**src/rtl/fault_guard_pkg.sv**
```systemverilog
package fault_guard_pkg;
    typedef enum logic {
        FLT_HOLD  = 1'b0,
        FLT_WATCH = 1'b1
    } flt_state_e;
endpackage

```
**src/rtl/fg_prescaler.sv**
```systemverilog
module fg_prescaler #(
    parameter int PS_W = 4
) (
    input  logic            clk,
    input  logic            rst_n,
    input  logic [PS_W-1:0] sel,
    output logic            tick
);
    localparam int DIV_W = (2 ** PS_W) - 1;

    logic [DIV_W-1:0] div_cnt;
    logic [DIV_W-1:0] div_mask;

    always_comb begin
        div_mask = ~({DIV_W{1'b1}} << sel);
        tick     = ((div_cnt & div_mask) == '0);
    end

    always_ff @(posedge clk or negedge rst_n) begin
        if (!rst_n) begin
            div_cnt <= '0;
        end else begin
            div_cnt <= div_cnt + 1'b1;
        end
    end
endmodule

```
**src/rtl/fg_glitch_filter.sv**
```systemverilog
module fg_glitch_filter
    import fault_guard_pkg::*;
#(
    parameter int VAL_W = 4,
    parameter int CNT_W = VAL_W + 1
) (
    input  logic             clk,
    input  logic             rst_n,
    input  logic             din,
    input  logic             tick,
    input  logic             bypass,
    input  logic [VAL_W-1:0] thresh,
    output logic             dout
);
    flt_state_e       state_q;
    flt_state_e       state_d;
    logic [CNT_W-1:0] cnt_q;
    logic [CNT_W-1:0] cnt_inc;
    logic             held_q;
    logic             accept;

    always_comb begin
        cnt_inc = cnt_q + 1'b1;
        accept  = tick && (cnt_inc > CNT_W'(thresh));
    end

    always_comb begin
        state_d = state_q;
        unique case (state_q)
            FLT_HOLD: begin
                if (!bypass && (din != held_q)) begin
                    state_d = FLT_WATCH;
                end
            end
            FLT_WATCH: begin
                if (bypass || (din == held_q)) begin
                    state_d = FLT_HOLD;
                end else if (accept) begin
                    state_d = FLT_HOLD;
                end
            end
            default: state_d = FLT_HOLD;
        endcase
    end

    always_ff @(posedge clk or negedge rst_n) begin
        if (!rst_n) begin
            state_q <= FLT_HOLD;
        end else begin
            state_q <= state_d;
        end
    end

    always_ff @(posedge clk or negedge rst_n) begin
        if (!rst_n) begin
            held_q <= 1'b0;
            cnt_q  <= '0;
        end else if (bypass) begin
            held_q <= din;
            cnt_q  <= '0;
        end else begin
            unique case (state_q)
                FLT_HOLD: cnt_q <= '0;
                FLT_WATCH: begin
                    if (din == held_q) begin
                        cnt_q <= '0;
                    end else if (accept) begin
                        held_q <= din;
                        cnt_q  <= '0;
                    end else if (tick) begin
                        cnt_q <= cnt_inc;
                    end
                end
                default: cnt_q <= '0;
            endcase
        end
    end

    assign dout = bypass ? din : held_q;
endmodule

```
**src/rtl/fg_channel.sv**
```systemverilog
module fg_channel #(
    parameter int VAL_W = 4
) (
    input  logic             clk,
    input  logic             rst_n,
    input  logic             pin,
    input  logic             tick,
    input  logic             mode_on,
    input  logic             en,
    input  logic             fen,
    input  logic             pol,
    input  logic [VAL_W-1:0] thresh,
    input  logic             clr,
    output logic             held,
    output logic             byp,
    output logic             flag
);
    logic [1:0] sync_q;
    logic       filt_out;
    logic       act;
    logic       act_prev_q;
    logic       rise;

    always_ff @(posedge clk or negedge rst_n) begin
        if (!rst_n) begin
            sync_q <= 2'b00;
        end else begin
            sync_q <= {sync_q[0], pin};
        end
    end

    assign byp = !fen || (thresh == '0);

    fg_glitch_filter #(.VAL_W(VAL_W)) u_filt (
        .clk    (clk),
        .rst_n  (rst_n),
        .din    (sync_q[1]),
        .tick   (tick),
        .bypass (byp),
        .thresh (thresh),
        .dout   (filt_out)
    );

    assign held = filt_out;
    assign act  = filt_out ^ pol;
    assign rise = act && !act_prev_q;

    always_ff @(posedge clk or negedge rst_n) begin
        if (!rst_n) begin
            act_prev_q <= 1'b0;
            flag       <= 1'b0;
        end else begin
            act_prev_q <= act;
            if (mode_on && en && rise) begin
                flag <= 1'b1;
            end else if (clr) begin
                flag <= 1'b0;
            end
        end
    end
endmodule

```
**src/rtl/fault_guard.sv**
```systemverilog
module fault_guard #(
    parameter int N_IN  = 4,
    parameter int VAL_W = 4,
    parameter int PS_W  = 4
) (
    input  logic             clk,
    input  logic             rst_n,
    input  logic [N_IN-1:0]  fault_pin,
    input  logic [1:0]       fault_mode,
    input  logic [N_IN-1:0]  in_en,
    input  logic [N_IN-1:0]  filt_en,
    input  logic [N_IN-1:0]  pol_inv,
    input  logic [VAL_W-1:0] filt_val,
    input  logic [PS_W-1:0]  psc_sel,
    input  logic [N_IN-1:0]  flag_clr,
    output logic [N_IN-1:0]  fault_flag,
    output logic             fault_any
);
    logic            tick_w;
    logic            mode_on;
    logic [N_IN-1:0] held_w;
    logic [N_IN-1:0] byp_w;

    assign mode_on = (fault_mode != 2'b00);

    fg_prescaler #(.PS_W(PS_W)) u_psc (
        .clk   (clk),
        .rst_n (rst_n),
        .sel   (psc_sel),
        .tick  (tick_w)
    );

    for (genvar g = 0; g < N_IN; g++) begin : g_ch
        fg_channel #(.VAL_W(VAL_W)) u_ch (
            .clk     (clk),
            .rst_n   (rst_n),
            .pin     (fault_pin[g]),
            .tick    (tick_w),
            .mode_on (mode_on),
            .en      (in_en[g]),
            .fen     (filt_en[g]),
            .pol     (pol_inv[g]),
            .thresh  (filt_val),
            .clr     (flag_clr[g]),
            .held    (held_w[g]),
            .byp     (byp_w[g]),
            .flag    (fault_flag[g])
        );
    end

    assign fault_any = |fault_flag;
endmodule

```
**config.mk**
```make
export PLATFORM = sky130hd
export DESIGN_NAME = fault_guard
export DESIGN_NICKNAME = d
export VERILOG_FILES = /design/src/rtl/fault_guard_pkg.sv /design/src/rtl/fg_prescaler.sv /design/src/rtl/fg_glitch_filter.sv /design/src/rtl/fg_channel.sv /design/src/rtl/fault_guard.sv
export SDC_FILE = /design/constraint.sdc
export NUM_CORES = 1
export LEC_CHECK = 0
export ABC_AREA = 1
export BUFFER_PORTS_ARGS = -buffer_cell sky130_fd_sc_hd__buf_2
export CAP_MARGIN = 5
export CORE_ASPECT_RATIO = 1.1
export CORE_MARGIN = 2
export CORE_UTILIZATION = 40
export CTS_BUF_LIST = sky130_fd_sc_hd__clkbuf_8 sky130_fd_sc_hd__clkbuf_16
export DETAILED_ROUTE_END_ITERATION = 6
export PLACE_DENSITY = 0.64
export SYNTH_ARGS = -nofsm -noshare
export SYNTH_HDL_FRONTEND = slang
export SYNTH_SLANG_ARGS = --single-unit
```
**constraint.sdc**
```tcl
create_clock -name clk -period 4.29 [get_ports clk]
set_input_delay 0 -clock clk [delete_from_list [all_inputs] [get_ports clk]]
set_output_delay 0 -clock clk [all_outputs]
set_load 0.03 [all_outputs]
```
# == Word level (Yosys, flattened, before mapping) ==
# Index checks and enable logic that the tools add are counted.
# op_classes
add_sub_neg,5
n_mul,0
n_div,0
n_lt_le_gt_ge,4
eq_ne,16
shift,1
muxes,64
bitwise,10
n_reduce_logical,60
# ops
operator,n
$mux W5,16
$mux W1,40
$pmux W5 S2,4
$reduce_bool A2 Y1,13
$add A5 B1 Y5 const B,4
$gt A5 B4 Y1,4
$logic_and A1 B1 Y1,20
$ne A5 B3 Y1 const B,4
$add A15 B1 Y15 const B,1
$and A15 B15 Y15,1
$logic_not A15 Y1,1
$not A15 Y15,1
$shl A15 B4 Y15 const A,1
$logic_not A1 Y1,12
$reduce_and A3 Y1,4
$logic_or A1 B1 Y1,8
$ne A2 B2 Y1 const B,4
$pmux W1 S2,4
$eq A1 B1 Y1,4
$logic_not A4 Y1,1
$ne A1 B1 Y1,4
$not A1 Y1,4
$reduce_or A4 Y1,1
$xor A1 B1 Y1,4
# totals
ff_bits,59
latchBits,0
ramBits,0
romBits,0
elab_cells,185
mem_count,0

# == Depth between registers and ports, before layout ==
# depth
word_depth,9
ltp_mapped,13
ltp_nobuf,12

# == By module ==
# Synthesis repeated with hierarchy kept, for this count alone.
# hier_totals
hier_cells,451
area_unflattened_um2,3589.7
# by_module_without_submodules
module,instances,cells_per_inst,area_per_inst_um2
fg_glitch_filter,4,65,514.2
fg_prescaler,1,111,879.6
fg_channel,4,19,158.9
fault_guard,1,4,17.5

# == Worst setup path before layout ==
# OpenSTA, ideal clock, no wires.
# synth_path
kind,reg-to-reg
start,reg g_ch[1].u_ch.u_filt.cnt_q[0]
end,reg g_ch[1].u_ch.u_filt.cnt_q[0]
setup_time_ns,0.062
arrival_time_ns,1.726
required_time_ns,4.228
setup_slack_ns,2.502
path_stages_with_launch,12
n_path_buf,0
period_less_slack_ns,1.788
path_cell_list,dfrtp_1 ha_1 ha_1 a21oi_1 o21ai_0 o21ai_0 nand2_1 nor2_1 nand2_1 nand2_1 nand2_1 inv_1
# synth_between
elab_chain_cells,7
elab_cells_between_ends,9
# synth_rtl
element,line_no,text
"start, declared",fg_glitch_filter.sv:17,logic [CNT_W-1:0] cnt_q;
"start signal, assigned",fg_glitch_filter.sv:71,cnt_q <= cnt_inc;
$add A5 B1 Y5 *,fg_glitch_filter.sv:23,cnt_inc = cnt_q + 1'b1;
$gt A5 B4 Y1,fg_glitch_filter.sv:24,accept = tick && (cnt_inc > CNT_W'(thresh));
$logic_and A1 B1 Y1,fg_glitch_filter.sv:24,
$mux W5,fg_glitch_filter.sv:67,end else if (accept) begin
$mux W5,fg_glitch_filter.sv:65,if (din == held_q) begin
$pmux W5 S2,fg_glitch_filter.sv:62,unique case (state_q)
$mux W5,fg_glitch_filter.sv:58,end else if (bypass) begin
# Every way passes the cells marked *; elsewhere a longest branch is shown, timed or not. The select of a mux whose other input is x is not followed.
# A chain may end at the register's enable or synchronous reset.

# == Worst setup path after layout ==
# Ends and elaborated chain as after synthesis.

==> flow_summary.toml <==
[routing]
drcViolationCount = 0
drt_first_pass_iters = 4
num_vias = 2678
drtIter0Drc = 107
wl_per_cell_um = 11.6
drtAntennaViolNets = 0
viasPerCell = 4.76
drt-total-wl_mm = 6.55

[finish]
diodes = 0
finish.instance_area_um2 = 3910
area_growth_pct = 18.6
drive_above_1_share_pct = 14.1
finalNetCount = 503

[synth]
avgSynthCellArea_um2 = 8.38
synth_nets = 446
synth.cell_area_um2 = 3290
syn_inst = 393
yosysSeqAreaShare_pct = 44.8
ys_ff_latch = 59
synth.distinct_cells = 28
yosys_warnings = 0

[placement]
detailed_place_hpwl_mm = 4.76
finalWeightedCongestion = 0.826
place_area_um2 = 3550
port_buffers = 36
post-place-ws_ns = 2.24

[power_and_ir_drop]
power_mw = 1.26
p_sw_mw = 0.336
pwr-share-clk_pct = 39.9
switching_share_pct = 26.7
ir_drop_uv = 143
seqPwrFrac_pct = 47.3
p_per_area_nw_per_um2 = 323
p_int_mw = 0.924
power_frac_comb_pct = 12.9
p_leak_nw = 2.08

[sta]
holdWs_ns = 0.0293
drv_slew = 0
fin_skew_ns = 0.00776
setup_viol_count_final = 0
hold_viol = 0
fin_crit_ns = 2.05
fin_crit_sh_pct = 47.9
grt_setup_unrepaired = "false"
fin_tns_setup_ns = 0
tightestPinTransition_ns = 0.756
layout_setup_ws_ns = 2.24
max_freq_mhz = 487
maxSlewHeadroom_pct = 49.6

[global_routing]
grt_overflow_total = 0
grt_usage_pct = 16.2
grt_pass1_vias = 2610
antenna_found_initial = 0
grt_max_degree = 60
grt_pass1_wl_mm = 11.7

[clocking]
clockBufferDepth = 2
cts_root_buffer = "clkbuf_8"
clkLatencyLatePin_ns = 0.35
numCtsBuffers = 9
htree_num_levels = 3
clock-sinks = 59
cts_tree = "yes"
clkTransAtPathRegs_ns = 0.06

[die]
fp.dieH_um = 99.1
die-area_um2 = 8970
dieWidth_um = 90.5
io_pins = 37
start_util_pct = 41.4
num_rows = 34
core-area_um2 = 7960

[critical_path]
arrival_ns = 2.34
critPathKind = "reg -> reg"
end_kind = "register"
worstPathRequired_ns = 4.58
critPathLaunchType = "register"
cp_max_fo = 5

[run_status]
status = "completed"

[min_path]
hold_class = "in -> reg"

[job]
max_cap_violations = 0
[worst max-delay path: stages, from the launching register on]
cell	delay (ns)
dfrtp_1	0.43
ha_1	0.33
ha_1	0.30
a21oi_1	0.15
o21ai_0	0.08
o21ai_0	0.09
nand2_1	0.13
nor2_1	0.25
nand2_1	0.09
nand2_1	0.07
nand2_1	0.05
inv_1	0.04
[timing repair]
action	4_1_cts	5_1_grt
endpoints found under the setup margin	0	0
endpoints found under the hold margin	71	0
resized for setup	0	0
setup buffers	0	0
hold buffers	16	0
[cell usage after synthesis, drive strengths merged]
library cell | instances | area, um2
xnor2 | 10 | 87.6
nand3 | 43 | 220
o21ai | 20 | 104
and2 | 1 | 6.26
buf | 7 | 63.8
o21bai | 1 | 7.51
nor3b | 2 | 15.0
a21oi | 10 | 50.1
a31oi | 1 | 6.26
ha | 21 | 263
nand2 | 106 | 408
dfrtp | 59 | 1480
inv | 47 | 176
clkinv | 1 | 5.00
nor3 | 3 | 15.0
xor2 | 23 | 201
nand4 | 5 | 31.3
nor2 | 31 | 143
and3 | 2 | 12.5
[power by group through the flow]
stage | Sequential [mW] | Clock, mW | Combinational (mW)
floorplan | 0.603 | 0 | 0.103
global placement | 0.605 | 0 | 0.147
detailed placement | 0.606 | 0 | 0.150
CTS | 0.596 | 0.521 | 0.165
global route | 0.599 | 0.543 | 0.187
finish | 0.596 | 0.503 | 0.162
[worst paths after layout]
check,cells after the start,from,slack [ns],end
max,11,g_ch[1].u_ch.u_filt.cnt_q[0]$_DFFE_PN0P_,2.24,g_ch[1].u_ch.u_filt.cnt_q[0]$_DFFE_PN0P_
min,5,filt_en[2],0.03,g_ch[2].u_ch.u_filt.state_q$_DFF_PN0_
max reg2reg,11,g_ch[1].u_ch.u_filt.cnt_q[0]$_DFFE_PN0P_,2.24,g_ch[1].u_ch.u_filt.cnt_q[0]$_DFFE_PN0P_
min reg2reg,0,g_ch[1].u_ch.sync_q[0]$_DFF_PN0_,0.35,g_ch[1].u_ch.sync_q[1]$_DFF_PN0_
max in group asynchronous,3,rst_n,3.45,g_ch[1].u_ch.u_filt.cnt_q[2]$_DFFE_PN0P_
min in group asynchronous,3,rst_n,0.33,g_ch[3].u_ch.u_filt.cnt_q[3]$_DFFE_PN0P_
[state kept, by name, indices dropped and copies added (netlist names)]
| name | count |
|---|---|
| g_ch.u_ch.flag | 4 |
| g_ch.u_ch.act_prev_q | 4 |
| g_ch.u_ch.u_filt.cnt_q | 20 |
| g_ch.u_ch.sync_q | 8 |
| g_ch.u_ch.u_filt.held_q | 4 |
| u_psc.div_cnt | 15 |
| g_ch.u_ch.u_filt.state_q | 4 |
[layout make-up]
cell class / count / area, um2
Sequential cell: 59 / 1480
Clock buffer: 10 / 138
Tap cell: 108 / 135
Multi-Input combinational cell: 279 / 1570
Timing Repair Buffer: 53 / 348
Inverter: 48 / 181
Clock inverter: 6 / 56.3
Fill cell: 790 / 4050
[cell usage in the layout (no fill, tap or decap), drive strengths merged]
| cell type | count |
|---|---|
| clkinv | 4 |
| bufinv | 1 |
| and2 | 1 |
| dfrtp | 59 |
| ha | 21 |
| clkinvlp | 1 |
| xnor2 | 10 |
| nand2 | 106 |
| buf | 37 |
| inv | 48 |
| nand4 | 5 |
| nor3b | 2 |
| o21bai | 1 |
| and3 | 2 |
| xor2 | 23 |
| o21ai | 20 |
| dlygate4sd3 | 16 |
| nand3 | 43 |
| clkbuf | 10 |
| a31oi | 1 |
| a21oi | 10 |
| nor2 | 31 |
| nor3 | 3 |
[cells by family after synthesis]
kind of cell,after synthesis,share of synthesized area [%]
buffers and inverters,55,7.45
adder cells (fa/ha/maj),21,7.98
AND/OR/NAND/NOR,193,25.8
flip-flops,59,44.8
XOR/XNOR,33,8.78
AO/OA/AOI/OAI,32,5.09
[stage by stage]
step	utilization (%)	cells
2_1_floorplan	-	393
3_3_place_gp	44.6	531
3_5_place_dp	44.6	531
4_1_cts	49.1	563
5_1_grt	49.1	563
6_report	49.1	563
[metal layers]
metal,routed length [um],global-route usage [%],up-vias
met3,223,2.73,14
met1,2990,21.2,1262
met2,3180,26.1,34
met4,150,8.28,0
met5,0,0,-
li1,-,-,1368
(Power assumes the default switching activity.)
